File: src/rtl/wdc_pkg.sv
package wdc_pkg;
   typedef enum logic [1:0] {
      PH_IDLE = 2'd0,
      PH_LIM1 = 2'd1,
      PH_LIM2 = 2'd2
   } wdc_phase_e;

   localparam int WDC_NLIM = 2;
endpackage

File: src/rtl/wdc_seq_fsm.sv
module wdc_seq_fsm
   import wdc_pkg::*;
#(
   parameter int IDX_W = 3
) (
   input  logic                         clk,
   input  logic                         rst_n,
   input  logic                         start_i,
   input  logic [IDX_W-1:0]             idx_i,
   input  logic                         valid_i,
   output wdc_phase_e                   phase_o,
   output logic [IDX_W-1:0]             idx_o,
   output logic [WDC_NLIM-1:0]          cmp_en_o
);
   wdc_phase_e          phase_q, phase_d;
   logic [IDX_W-1:0]    idx_q;

   always_comb begin
      phase_d = phase_q;
      unique case (phase_q)
         PH_IDLE: if (start_i) phase_d = PH_LIM1;
         PH_LIM1: if (valid_i) phase_d = PH_LIM2;
         PH_LIM2: if (valid_i) phase_d = PH_IDLE;
         default: phase_d = PH_IDLE;
      endcase
   end

   always_ff @(posedge clk) begin
      if (!rst_n) begin
         phase_q <= PH_IDLE;
         idx_q   <= '0;
      end else begin
         phase_q <= phase_d;
         if (phase_q == PH_IDLE && start_i) idx_q <= idx_i;
      end
   end

   assign cmp_en_o[0] = valid_i && (phase_q == PH_LIM1);
   assign cmp_en_o[1] = valid_i && (phase_q == PH_LIM2);
   assign phase_o     = phase_q;
   assign idx_o       = idx_q;


   lim2_then_idle_chk: assert property (@(posedge clk) disable iff (!rst_n)
      (phase_q == PH_LIM2 && valid_i) |=> (phase_q == PH_IDLE));

   idx_held_chk: assert property (@(posedge clk) disable iff (!rst_n)
      (phase_q != PH_IDLE && $past(phase_q) != PH_IDLE) |-> $stable(idx_q));

   one_cmp_chk: assert property (@(posedge clk) disable iff (!rst_n)
      $onehot0(cmp_en_o));
endmodule

File: src/rtl/wdc_thresh_cmp.sv
module wdc_thresh_cmp #(
   parameter int DATA_W     = 13,
   parameter bit SIGNED_CMP = 1'b1
) (
   input  logic              clk,
   input  logic              rst_n,
   input  logic              en_i,
   input  logic [DATA_W-1:0] data_i,
   input  logic [DATA_W-1:0] lim_i,
   input  logic              dir_i,
   output logic              viol_o
);
   logic above, below;

   generate
      if (SIGNED_CMP) begin : g_signed
         assign above = $signed(data_i) > $signed(lim_i);
         assign below = $signed(data_i) < $signed(lim_i);
      end else begin : g_unsigned
         assign above = data_i > lim_i;
         assign below = data_i < lim_i;
      end
   endgenerate

   assign viol_o = en_i && (dir_i ? above : below);


   equal_no_viol_chk: assert property (@(posedge clk) disable iff (!rst_n)
      (data_i == lim_i) |-> !viol_o);
endmodule

File: src/rtl/wdc_flag_bank.sv
module wdc_flag_bank
   import wdc_pkg::*;
#(
   parameter int SLOTS    = 8,
   parameter int IDX_W    = 3,
   parameter bit SET_WINS = 1'b1
) (
   input  logic                      clk,
   input  logic                      rst_n,
   input  logic [WDC_NLIM-1:0]       set_i,
   input  logic [IDX_W-1:0]          idx_i,
   input  logic                      rd_i,
   output logic [WDC_NLIM*SLOTS-1:0] flags_o
);
   localparam int NBITS = WDC_NLIM * SLOTS;

   logic [NBITS-1:0] flags_q, set_vec;

   for (genvar k = 0; k < SLOTS; k++) begin : g_slot
      for (genvar j = 0; j < WDC_NLIM; j++) begin : g_lim
         assign set_vec[WDC_NLIM*k+j] = set_i[j] && (idx_i == IDX_W'(k));
      end
   end

   generate
      if (SET_WINS) begin : g_set_wins
         always_ff @(posedge clk) begin
            if (!rst_n)    flags_q <= '0;
            else if (rd_i) flags_q <= set_vec;
            else           flags_q <= flags_q | set_vec;
         end
      end else begin : g_clr_wins
         always_ff @(posedge clk) begin
            if (!rst_n)    flags_q <= '0;
            else if (rd_i) flags_q <= '0;
            else           flags_q <= flags_q | set_vec;
         end
      end
   endgenerate

   assign flags_o = flags_q;


   rd_clears_chk: assert property (@(posedge clk) disable iff (!rst_n)
      (rd_i && set_i == '0) |=> (flags_q == '0));

   sticky_chk: assert property (@(posedge clk) disable iff (!rst_n)
      !rd_i |=> ((flags_q & $past(flags_q)) == $past(flags_q)));

   rise_needs_set_chk: assert property (@(posedge clk) disable iff (!rst_n)
      ((flags_q & ~$past(flags_q)) != '0) |-> ($past(set_i) != '0));
endmodule

File: src/rtl/wd_dual_limit.sv
module wd_dual_limit
   import wdc_pkg::*;
#(
   parameter int DATA_W     = 13,
   parameter int SLOTS      = 8,
   parameter bit SIGNED_CMP = 1'b1,
   parameter bit SET_WINS   = 1'b1,
   localparam int IDX_W     = (SLOTS > 1) ? $clog2(SLOTS) : 1,
   localparam int STAT_W    = WDC_NLIM * SLOTS
) (
   input  logic              clk,
   input  logic              rst_n,
   input  logic              start_i,
   input  logic [IDX_W-1:0]  instr_idx_i,
   input  logic              conv_valid_i,
   input  logic [DATA_W-1:0] conv_data_i,
   input  logic [DATA_W-1:0] lim1_i,
   input  logic [DATA_W-1:0] lim2_i,
   input  logic              dir1_i,
   input  logic              dir2_i,
   input  logic              stat_rd_i,
   output logic [STAT_W-1:0] stat_o,
   output logic              event_o
);
   generate
      if (DATA_W < 2)              begin : g_bad_w   $error("DATA_W must be at least 2");  end
      if (SLOTS < 2)               begin : g_bad_s   $error("SLOTS must be at least 2");   end
      if ((1 << IDX_W) != SLOTS)   begin : g_bad_p2  $error("SLOTS must be a power of 2"); end
   endgenerate

   wdc_phase_e              phase;
   logic [IDX_W-1:0]        idx_q;
   logic [WDC_NLIM-1:0]     cmp_en, viol;
   logic [DATA_W-1:0]       lim_arr [WDC_NLIM];
   logic                    dir_arr [WDC_NLIM];
   logic                    event_q;

   assign lim_arr[0] = lim1_i;
   assign lim_arr[1] = lim2_i;
   assign dir_arr[0] = dir1_i;
   assign dir_arr[1] = dir2_i;

   wdc_seq_fsm #(.IDX_W(IDX_W)) seq_i (
      .clk      (clk),
      .rst_n    (rst_n),
      .start_i  (start_i),
      .idx_i    (instr_idx_i),
      .valid_i  (conv_valid_i),
      .phase_o  (phase),
      .idx_o    (idx_q),
      .cmp_en_o (cmp_en)
   );

   for (genvar j = 0; j < WDC_NLIM; j++) begin : g_cmp
      wdc_thresh_cmp #(.DATA_W(DATA_W), .SIGNED_CMP(SIGNED_CMP)) cmp_i (
         .clk    (clk),
         .rst_n  (rst_n),
         .en_i   (cmp_en[j]),
         .data_i (conv_data_i),
         .lim_i  (lim_arr[j]),
         .dir_i  (dir_arr[j]),
         .viol_o (viol[j])
      );
   end

   wdc_flag_bank #(.SLOTS(SLOTS), .IDX_W(IDX_W), .SET_WINS(SET_WINS)) flags_i (
      .clk     (clk),
      .rst_n   (rst_n),
      .set_i   (viol),
      .idx_i   (idx_q),
      .rd_i    (stat_rd_i),
      .flags_o (stat_o)
   );

   always_ff @(posedge clk) begin
      if (!rst_n) event_q <= 1'b0;
      else        event_q <= |viol;
   end

   assign event_o = event_q;


   event_cause_chk: assert property (@(posedge clk) disable iff (!rst_n)
      event_o |-> $past(conv_valid_i && phase != PH_IDLE));

   idle_quiet_chk: assert property (@(posedge clk) disable iff (!rst_n)
      (phase == PH_IDLE) |=> !event_o);

   event_flags_chk: assert property (@(posedge clk) disable iff (!rst_n)
      event_o |-> (stat_o != '0));
endmodule

File: config.mk
export PLATFORM = sky130hd
export DESIGN_NAME = wd_dual_limit
export DESIGN_NICKNAME = d
export VERILOG_FILES = /design/src/rtl/wdc_pkg.sv /design/src/rtl/wdc_seq_fsm.sv /design/src/rtl/wdc_thresh_cmp.sv /design/src/rtl/wdc_flag_bank.sv /design/src/rtl/wd_dual_limit.sv
export SDC_FILE = /design/constraint.sdc
export NUM_CORES = 1
export LEC_CHECK = 0
export BUFFER_PORTS_ARGS = -buffer_cell sky130_fd_sc_hd__buf_2
export CAP_MARGIN = 10
export CELL_PAD_IN_SITES_DETAIL_PLACEMENT = 1
export CELL_PAD_IN_SITES_GLOBAL_PLACEMENT = 1
export CORE_MARGIN = 2
export CORE_UTILIZATION = 36
export CTS_CLUSTER_SIZE = 12
export DETAILED_ROUTE_END_ITERATION = 10
export PLACE_DENSITY_LB_ADDON = 0.1
export SYNTH_ARGS = -nofsm -noshare
export SYNTH_HDL_FRONTEND = slang
export SYNTH_HIERARCHICAL = 1
export SYNTH_SLANG_ARGS = --single-unit
File: constraint.sdc
create_clock -name clk -period 2.8 [get_ports clk]
set_input_delay 0.56 -clock clk [delete_from_list [all_inputs] [get_ports clk]]
set_output_delay 0.56 -clock clk [all_outputs]
set_load 0.01 [all_outputs]
### After elaboration in Yosys (flattened, before gate mapping)

Cells that the tools add are included.

* magnitude comparators: 4
* equality and inequality tests: 12
* multiplexer cells: 7
* bitwise logic cells: 1
* reduce and logical (&&, ||, !) cells: 25

Operators by type and width (count)
* greater-than comparator 13 bit: 2
* < comparator 13 bit: 2
* logical AND 1 bit: 21
* 2-to-1 mux 16 bit: 1
* OR 16 bit: 1
* == test 3 bit, second input constant: 4
* == test 3 x 2 -> 1 bit, second input constant: 2
* 2-to-1 mux 2 bit: 3
* != test 2 bit, second input constant: 3
* case mux 2 bit (3 select lines): 1
* == test 3 x 1 -> 1 bit, second input constant: 1
* logical NOT 3 bit: 1
* AND reduction 3 bit: 1
* == test 2 x 1 -> 1 bit, second input constant: 1
* == test 2 bit, second input constant: 1
* logical NOT 2 bit: 1
* 2-to-1 mux 1 bit: 2
* OR reduction 2 bit: 1

* flip-flop bits (word level): 22
* input bits: 49
* output and inout bits: 17
* word-level logic and storage cells: 53

### Depth between registers and ports, before layout

Gate-level depths: netlist (run 1).

* word-level depth: 6
* depth in mapped cells: 9

### Modules after synthesis

Netlist (run 1), hierarchy kept.

By module, submodules not included
* wdc_thresh_cmp: times used 2, cells each 52, area each 380.4 um^2, seq. area each 0.0 um^2
* wdc_flag_bank: times used 1, cells each 69, area each 744.5 um^2, seq. area each 320.3 um^2
* wdc_seq_fsm: times used 1, cells each 25, area each 235.2 um^2, seq. area each 100.1 um^2
* wd_dual_limit: times used 1, cells each 2, area each 27.5 um^2, seq. area each 20.0 um^2

### Worst setup path after synthesis (run 1)

No wires, ideal clock.

* path type: input to register
* from: input port lim1_i[12]
* to: register flags_i.flags_q[8], in the netlist flags_i/flags_o[8]
* library setup time: 0.115 ns
* data arrival time: 2.332 ns
* required time: 2.685 ns
* path slack: 0.353 ns
* cell stages on the path: 9
* buffers on the path: 0
* path through: inv_1 ha_1 nand4_2 o41ai_1 nor3b_1 o21ai_1 o311ai_1 and4bb_1 o21a_1

* cells in the longest elaborated chain, start to end: 6
* elaborated cells on any way between the ends: 7
* those cells by class: order compare: 2; mux: 2; bitwise: 1; reduce/logical: 2

RTL lines
* start, declared: line wd_dual_limit.sv:17 `input logic [DATA_W-1:0] lim1_i,`
* < comparator 13 bit or greater-than comparator 13 bit (tied branches): line wdc_thresh_cmp.sv:18, wdc_thresh_cmp.sv:17
* 2-to-1 mux 1 bit (*): line wdc_thresh_cmp.sv:25 `assign viol_o = en_i && (dir_i ? above : below);`
* logical AND 1 bit (*): line wdc_thresh_cmp.sv:25
* named net viol[0]: line wd_dual_limit.sv:33 `logic [WDC_NLIM-1:0] cmp_en, viol;`
* logical AND 1 bit (*): line wdc_flag_bank.sv:21 `assign set_vec[WDC_NLIM*k+j] = set_i[j] && (idx_i == IDX_W'(k));`
* OR 16 bit: line wdc_flag_bank.sv:30 `else flags_q <= flags_q | set_vec;`
* 2-to-1 mux 16 bit (*): line wdc_flag_bank.sv:29 `else if (rd_i) flags_q <= set_vec;`
* end signal, assigned: line wdc_flag_bank.sv:29
* end signal, assigned: line wdc_flag_bank.sv:30
* end, declared: line wdc_flag_bank.sv:17 `logic [NBITS-1:0] flags_q, set_vec;`

Mark *: on every way through the listed nets, which the timed path passes. The rest lies on a longest branch.
A chain may end at the register's enable or synchronous reset.

### Worst setup path after layout (run 1)

* from: input port conv_data_i[4]
* to: register flags_i.flags_q[1], in the netlist flags_i/flags_o[1]

* cells in the longest elaborated chain, start to end: 6
* elaborated cells on any way between the ends: 7
* those cells by class: order compare: 2; mux: 2; bitwise: 1; reduce/logical: 2

RTL lines
* start, declared: line wd_dual_limit.sv:16 `input logic [DATA_W-1:0] conv_data_i,`
* < comparator 13 bit or greater-than comparator 13 bit (tied branches): line wdc_thresh_cmp.sv:18, wdc_thresh_cmp.sv:17
* 2-to-1 mux 1 bit (*): line wdc_thresh_cmp.sv:25
* logical AND 1 bit (*): line wdc_thresh_cmp.sv:25
* named net viol[1]: line wd_dual_limit.sv:33
* logical AND 1 bit (*): line wdc_flag_bank.sv:21
* OR 16 bit: line wdc_flag_bank.sv:30
* 2-to-1 mux 16 bit (*): line wdc_flag_bank.sv:29

Marks and branches as above.

==> metrics.txt, run 1 <==
power density over cell area 367 nW/um^2; Skew-Pair Late Insertion Delay 270 ps; Post-DRT Antenna Nets 0; Max Freq about 390 MHz; largest net degree at the start of global routing 26; Initial Utilization 0.374; cell breakdown of the critical path buf_2, ha_1, nand4_1, o221ai_2, a221oi_1, o311ai_1, nor4b_2, o21a_1; Syn Std Cell Area about 1800 sq um; Setup crit end kind flip-flop; die width ~74 um; CP Max Fanout 9; Layout Skew 2.56 ps; MaxCap Viol Count 0; Vias/cell 4.88; placed inst area ~2200 sq um; Port-buffer cells 65; antenna fix cells 0; post-layout min period approximately 2600 ps; Avg Synthesized Cell Area about 9 sq um; max incr delay on CP around 840 ps; Synth area leaders dfxtp_1 (25%), ha_1 (18%), inv_1 (6.4%), and4bb_1 (4.2%), o21a_1 (4.2%); Syn Nets between 200 and 300; Slowest-stage cell, CP o311ai_1; CTS H-tree lvls 1; vias in the first global route 1,622; worst hold slack 470 ps; clk buf depth 2; Synth top area share 0.249; routed len/inst ~12 um; layout cells sized above 1 0.318; Final Max Slew Viols 0; design area about 2200 sq um; Post-DP HPWL 3.38 mm; Syn Inst Count 200; actual slew at the worst max-slew pin roughly 950 ps; CP Data Required Time 3020 ps; post-CTS sizing 0; status completed; via count approximately 1.6k; Leak 1.15 nW; Yosys top cell by area dfxtp_1; Die Ht about 74 um; root buffer cell clkbuf_8; TritonRoute pass-1 iters 4; DR DRC count 0; Distinct cells, synth 34; CP startpoint kind primary input; hold crit path type reg -> reg; Setup CP Type in -> reg; RSZ-0062 raised after global routing false; core box area about 4700 sq um; Max-Slew Margin vs Limit 0.358; gr usage total 0.162; nets about 340; num rows 25; CTS sink cnt 22; total gr overflow 0; Clk pin slew, worst setup/hold paths around 80 ps; DRT iter0 DRCs 69; Worst Path Arrival approximately 2800 ps; Inserted Clock Buffers 3; Worst VDD drop just under 0.0003 V; synthesis-stage register bit count 22; first-pass GRT wire length 7.07 mm; CTS tree built; post-route clock period utilization 0.926; Final Setup Violations 0; Seq/Total Area, Yosys 0.249; post-CTS setup buffer count 0; final hold vios 0; die area 5490 sq um; count of boundary I/O pins between 60 and 70; Post-CTS Hold Fix Bufs 0; Placer Congestion about 0.70; DRT Wirelength between 4 and 5 mm; initial antenna violation count 0; Area Overhead vs Synth 26.8%; Ys Warns 6
[sequential cells by signal, indices dropped and copies added (netlist names)]
| register | cells |
|---|---|
| seq_i/idx_o | 3 |
| flags_i/flags_o | 16 |
| event_o | 1 |
| seq_i/phase_o | 2 |
[critical path: cells and delay by family]
family	cells	cell delay [ps]
AOI/OAI and AO/OA	4	1350
buffers and inverters	1	110
adders and majority gates	1	310
and+or+nand+nor	2	500
[routing by layer]
| metal | GRT usage | share of wire |
|---|---|---|
| met2 | 0.285 | 0.47 |
| met4 | 0.0182 | 0.0046 |
| met5 | 0 | 0 |
| met1 | 0.212 | 0.48 |
| met3 | 0.0325 | 0.039 |
[layout make-up]
cell class | instances | area (sq um)
Clock buffer | 3 | 41.3
Clock inverter | 1 | 30.0
Fill cell | 581 | 2480
Inverter | 30 | 113
Multi-Input combinational cell | 142 | 1180
Sequential cell | 22 | 440
Tap cell | 67 | 83.8
Timing Repair Buffer | 69 | 355
[synthesized netlist by cell type]
master    count
a21boi_1      8
a21oi_1      12
a21oi_2       1
a221oi_1      2
and3b_1       1
and3b_2       2
and4bb_1      6
buf_2         3
buf_4         1
buf_6         1
clkbuf_1      1
dfxtp_1      22
ha_1         26
inv_1        30
mux2i_1       3
nand2_1      15
nand2b_1     10
nand4_1       6
nand4_2       2
nand4b_1      6
nor2_1        3
nor2b_1       8
nor3b_1       3
nor3b_4       1
nor4b_2       2
o21a_1       10
o21ai_0       2
o21ai_1       2
o21ai_2       2
o221ai_2      2
o311ai_1      2
o41ai_1       2
or2b_1        1
or4b_1        2
[where the power goes]
group          internal [mW]  switching [mW]
Sequential             0.319          0.0172
Clock                  0.191           0.109
Combinational         0.0939          0.0912
[stage by stage]
| step | utilization | cells | setup TNS, ps | setup WS, ps | power, mW |
|---|---|---|---|---|---|
| after floorplan | - | 200 | 0 | 353 | 0.456 |
| after global placement | 0.459 | 330 | -47.9 | -47.9 | 0.529 |
| after detailed placement | 0.459 | 330 | -142 | -74.6 | 0.532 |
| after CTS | 0.474 | 334 | 0 | 221 | 0.841 |
| after global routing | 0.474 | 334 | 0 | 6.17 | 0.880 |
| final | 0.474 | 334 | 0 | 206 | 0.822 |
[logic make-up (layout without fill, tap and decap cells)]
logic type	Yosys count	count (layout)	synth area share
flops	22	22	0.249
buf+inv	36	103	0.0849
fa+ha+maj	26	26	0.184
mux	3	3	0.0170
simple gates	68	68	0.282
compound gates	45	45	0.183
[layout by cell type, fill, tap and decap left out, drive strengths merged, types with 3 or more instances in the layout]
cell type | synthesis | routed
inv | 30 | 30
clkbuf | 1 | 3
nand4 | 8 | 8
nand2b | 10 | 10
o21a | 10 | 10
a21oi | 13 | 13
ha | 26 | 26
nor2 | 3 | 3
mux2i | 3 | 3
nor2b | 8 | 8
o21ai | 6 | 6
nor3b | 4 | 4
buf | 5 | 69
nand2 | 15 | 15
nand4b | 6 | 6
and4bb | 6 | 6
a21boi | 8 | 8
dfxtp | 22 | 22
and3b | 3 | 3
[path summary, 6_finish.rpt]
kind,startpoint,end,slack (ps),depth (start not counted)
min reg2reg,flags_i/flags_o[7],flags_i/flags_o[7],470,2
max reg2reg,seq_i/phase_o[1],flags_i/flags_o[1],710,6
max,conv_data_i[4],flags_i/flags_o[1],210,8
min,flags_i/flags_o[7],flags_i/flags_o[7],470,2
Power figures use the tool's default switching activity.
==> run 2: changes to the inputs <==
ABC_AREA = 1   (was unset)
CORE_UTILIZATION = 34   (was 36)
==> metrics.txt, run 2 <==
antenna fix cells 0; nets roughly 400; Post-DP HPWL about 3.5 mm; Syn Std Cell Area approximately 1800 sq um; Post-DRT Antenna Nets 0; Max Freq 469 MHz; Initial Utilization 0.349; Synth area leaders dfxtp_1 (25%), ha_1 (18%), nand2_1 (12%), inv_1 (11%), a21oi_1 (8.2%); initial antenna violation count 0; CP Data Required Time 2990 ps; routed len/inst about 11 um; core box area 5070 sq um; final hold vios 0; Setup crit end kind flip-flop; CTS tree built; CTS sink cnt 22; die area 5800 sq um; Synth top area share 0.249; power density over cell area around 350 nW/um^2; Slowest-stage cell, CP ha_1; clk buf depth 2; DP Cell Count about 390; Placer Congestion ~0.7; Yosys top cell by area dfxtp_1; commonest non-fill, non-tap cell in the layout buf_2; DRT Wirelength around 4.3 mm; commonest cells after routing, fill and taps aside buf_2 (65), nand2_1 (56), inv_1 (53); Max-Slew Margin vs Limit 0.620; Finished Layout Cells roughly 390; Inserted Clock Buffers 3; Post-CTS Hold Fix Bufs 0; CP Max Fanout 9; CTS H-tree lvls 1; hold crit path type reg -> reg; largest net degree at the start of global routing 17; Area Overhead vs Synth 23.8%; Most used DFF post-synth dfxtp_1; most frequent cell after synthesis nand2_1; Port-buffer cells 65; ys async rst share 0; MaxCap Viol Count 0; DR DRC count 0; num rows 26; Distinct cells, synth 20; vias in the first global route roughly 1.7k; Layout Skew ~2.0 ps; cell breakdown of the critical path buf_2, ha_1, nand2_2, inv_1, nand2_1, nand2_1, a21oi_1, nand3_1, nand3_2, nand2_1, nor2_1, buf_4, nand4_1, a21oi_1; most used cell, CP nand2_1; die width 76.1 um; multiplexer share of the synthesized area 0; first-pass GRT wire length between 7 and 8 mm; CP startpoint kind primary input; total gr overflow 0; Clk pin slew, worst setup/hold paths around 80 ps; Seq/Total Area, Yosys 0.249; layout cells sized above 1 0.298; post-CTS setup buffer count 0; Die Ht between 70 and 80 um; setup TNS 0 ps; Final Setup Violations 0; Skew-Pair Late Insertion Delay about 260 ps; count of boundary I/O pins 66; synthesized-area fraction occupied by and/or/nand/nor cells 0.314; Ys Warns 6; Worst VDD drop 0.000164 V; TritonRoute pass-1 iters 4; post-route clock period utilization 0.762; synthesis-stage register bit count 22; Commonest cells post-synth nand2_1 (56), inv_1 (53), a21oi_1 (29); gr usage total 0.155; Vias/cell between 4 and 5; Setup CP Type in -> reg; root buffer cell clkbuf_8; adder-cell area share of the yosys netlist 0.184; main combinational cell family by area after synthesis simple AND/OR/NAND/NOR gates; Avg Synthesized Cell Area a little under 7 sq um; Syn Inst Count about 260; Worst Path Arrival 2330 ps; via count between 1.5k and 2k; post-CTS sizing 0; total power a little under 800 uW; Final Max Slew Viols 0; DRT iter0 DRCs around 110; actual slew at the worst max-slew pin roughly 570 ps; Synth Area in Compound Gates 0.0919; Leak 1.23 nW; status completed; Largest register FFs 16; RSZ-0062 raised after global routing false; post-layout min period about 2100 ps; Syn Nets 333; EDFF count, synth 0; xor and xnor area share after synthesis 0; max incr delay on CP between 300 and 400 ps
run 2: cells by family (layout without fill, tap and decap cells):
logic type,after synthesis,count (layout)
AOI/OAI and AO/OA,31,31
DFF,22,22
and+or+nand+nor,113,113
buffers and inverters,66,130
adders and majority gates,26,26
run 2: worst paths after layout:
check	slack, ps	to	from	depth (start not counted)
max	670	flags_i/flags_o[15]	conv_data_i[12]	14
min	460	flags_i/flags_o[8]	flags_i/flags_o[8]	2
max reg2reg	1490	flags_i/flags_o[15]	seq_i/phase_o[1]	7
min reg2reg	460	flags_i/flags_o[8]	flags_i/flags_o[8]	2
run 2: area by class of cell:
type,instances,area (sq um)
Clock buffer,4,55.1
Sequential cell,22,440
Inverter,59,223
Tap cell,70,87.6
Fill cell,706,2890
Timing Repair Buffer,67,340
Multi-Input combinational cell,170,1040
run 2: stage by stage:
| stage | worst slack (ps) | util | cell area [sq um] | hold WS (ps) |
|---|---|---|---|---|
| floorplan | 751 | - | 1770 | 474 |
| global placement | 417 | 0.421 | 2130 | 453 |
| detailed placement | 382 | 0.421 | 2130 | 455 |
| CTS | 654 | 0.431 | 2190 | 466 |
| global route | 446 | 0.431 | 2190 | 486 |
| finish | 666 | 0.431 | 2190 | 463 |
run 2: critical path: cells and delay by family:
family          cells  cell delay [ps]
compound gates      2              380
simple gates        8              700
buf+inv             3              320
fa+ha+maj           1              360
run 2: report_power, final:
part	switching [mW]	leakage, nW	internal (mW)
clock	0.105	0.0288	0.125
sequential	0.0197	0.178	0.320
combinational	0.115	1.03	0.0862
total	0.239	1.23	0.531
run 2: per-layer routing:
metal	wire length [um]	track usage	vias up
met5	0	0	-
met4	14	0.0164	0
met3	173	0.0284	2
met2	2050	0.274	40
met1	2090	0.204	808
li1	-	-	942
==> run 3: changes to the inputs <==
CORE_UTILIZATION = 31   (was 34)
clock period = 1.93 ns   (was 2.8 ns; I/O delays follow)
==> metrics.txt, run 3 (same netlist as run 2, synthesis figures left out) <==
status completed; Largest register FFs 16; setup slack after layout between 60 and 70 ps; initial antenna violation count 0; Setup crit end kind flip-flop; DR DRC count 0; largest net degree at the start of global routing 17; Skew-Pair Late Insertion Delay 260 ps; Setup CP Type in -> reg; Inserted Clock Buffers 3; power density over cell area 474 nW/um^2; cell family with most CP delay simple AND/OR/NAND/NOR gates; max incr delay on CP about 220 ps; DRT iter0 DRCs just under 60; Area Overhead vs Synth 46.9%; final hold vios 0; Slowest-stage cell, CP ha_4; vias in the first global route 1,715; pre-CTS setup slack -311 ps; die width around 80 um; Placer Congestion roughly 0.76; Worst Path Arrival just over 2000 ps; num rows 27; first-pass GRT wire length 7.27 mm; Post-DP HPWL roughly 3.6 mm; Final Setup Violations 0; worst hold slack 386 ps; actual slew at the worst max-slew pin 554 ps; post-layout min period 1860 ps; Die Ht between 70 and 80 um; met2 usage 0.232; cell breakdown of the critical path buf_2, inv_1, ha_4, nand2_2, inv_1, nand2_1, nand2_2, a21oi_4, nand3_2, nand3_2, nand2_1, nor2_2, buf_6, nand4_1, a21oi_2; TritonRoute pass-1 iters 4; DRT Wirelength ~5.0 mm; layout cells sized above 1 0.455; root buffer cell clkbuf_8; antenna fix cells 0; Worst VDD drop between 0.0002 and 0.0003 V; Leak ~1.3 nW; commonest cells after routing, fill and taps aside buf_2 (64), nand2_1 (48), inv_1 (47); Max-Slew Margin vs Limit 0.630; gr usage total 0.142; filler cell count between 600 and 700; setup TNS 0 ps; worst path bufs/invs 4; post-route clock period utilization 0.965; Clk pin slew, worst setup/hold paths about 80 ps; core box area around 5500 sq um; Port-buffer cells 65; total gr overflow 0; die area about 6300 sq um; Post-DRT Antenna Nets 0; met3 Usage GRT 0.0305; Initial Utilization 0.321; R2R depth 7; nets 410; hold depth 3; CTS sink cnt 22; count of boundary I/O pins 66; Max Freq between 500 and 600 MHz; CP Data Required Time ~2100 ps; routed len/inst ~12 um; clk buf depth 2; MaxCap Viol Count 0; commonest non-fill, non-tap cell in the layout buf_2; most used routing layer met2; CP Max Fanout 5; Levels on crit path 15; Vias/cell around 4.6; CTS H-tree lvls 1; hold crit path type in -> reg; met1 layer usage reported by global route 0.192; Final Max Slew Viols 0; via count 1,886; CP startpoint kind primary input; Layout Skew approximately 1.4 ps; CTS tree built; Final Util 0.472
[run 3: cell count changes in the layout (fill, tap and decap cells not counted), moves of 5 or more]
cell | before | now
nand2_1 | 56 | 48
a21oi_1 | 29 | 24
ha_4 | 0 | 16
inv_2 | 5 | 11
inv_1 | 53 | 47
buf_4 | 2 | 13
nand2_2 | 9 | 16
nand3_2 | 2 | 7
nand3_1 | 17 | 12
ha_1 | 26 | 10
[run 3: final timing paths]
check / endpoint / start / slack (ps)
min reg2reg: flags_i/flags_o[4] / flags_i/flags_o[4] / 460
max reg2reg: flags_i/flags_o[14] / seq_i/phase_o[0] / 530
min: event_o / rst_n / 390
max: flags_i/flags_o[14] / lim1_i[12] / 70
[run 3: final cells by class]
cell class / instances / area [sq um] / area share
Multi-Input combinational cell: 170 / 1350 / 0.519
Sequential cell: 22 / 440 / 0.169
Timing Repair Buffer: 79 / 440 / 0.169
Inverter: 59 / 223 / 0.0857
Tap cell: 72 / 90.1 / 0.0347
Clock buffer: 4 / 55.1 / 0.0212
[run 3: power breakdown]
part	leakage, nW	switching [mW]	internal, mW	total [mW]
registers	0.178	0.0274	0.464	0.491
logic	1.10	0.221	0.189	0.409
clock network	0.0288	0.150	0.182	0.332
total	1.31	0.398	0.835	1.23
[run 3: metrics by stage]
step / cell area, sq um / instances / power [mW]
finish: 2600 / 406 / 1.23
global route: 2600 / 406 / 1.32
CTS: 2240 / 400 / 1.14
detailed placement: 2180 / 396 / 0.811
global placement: 2180 / 396 / 0.805
floorplan: 1770 / 258 / 0.701
[run 3: worst reg2reg max path, stage by stage (launching register included)]
cell,delay (ps)
dfxtp_1,450
nand3_1,160
inv_1,80
nand2_1,60
nor2_2,140
buf_6,130
nand4_1,130
a21oi_2,180
[run 3: metal layers]
| layer | wire (um) | vias up |
|---|---|---|
| met5 | 0 | - |
| met4 | 67 | 0 |
| met3 | 225 | 6 |
| met2 | 2390 | 48 |
| met1 | 2280 | 865 |
| li1 | - | 967 |
[run 3: timing repair]
| item | in CTS | in global routing |
|---|---|---|
| buffers inserted | 0 | 4 |
| resized for setup | 1 | 56 |
| cloned | 0 | 2 |
| setup endpoints to repair | 6 | 17 |
| hold buffers | 0 | 0 |
| endpoints found under the hold margin | 0 | 0 |
| pin swaps | 0 | 29 |
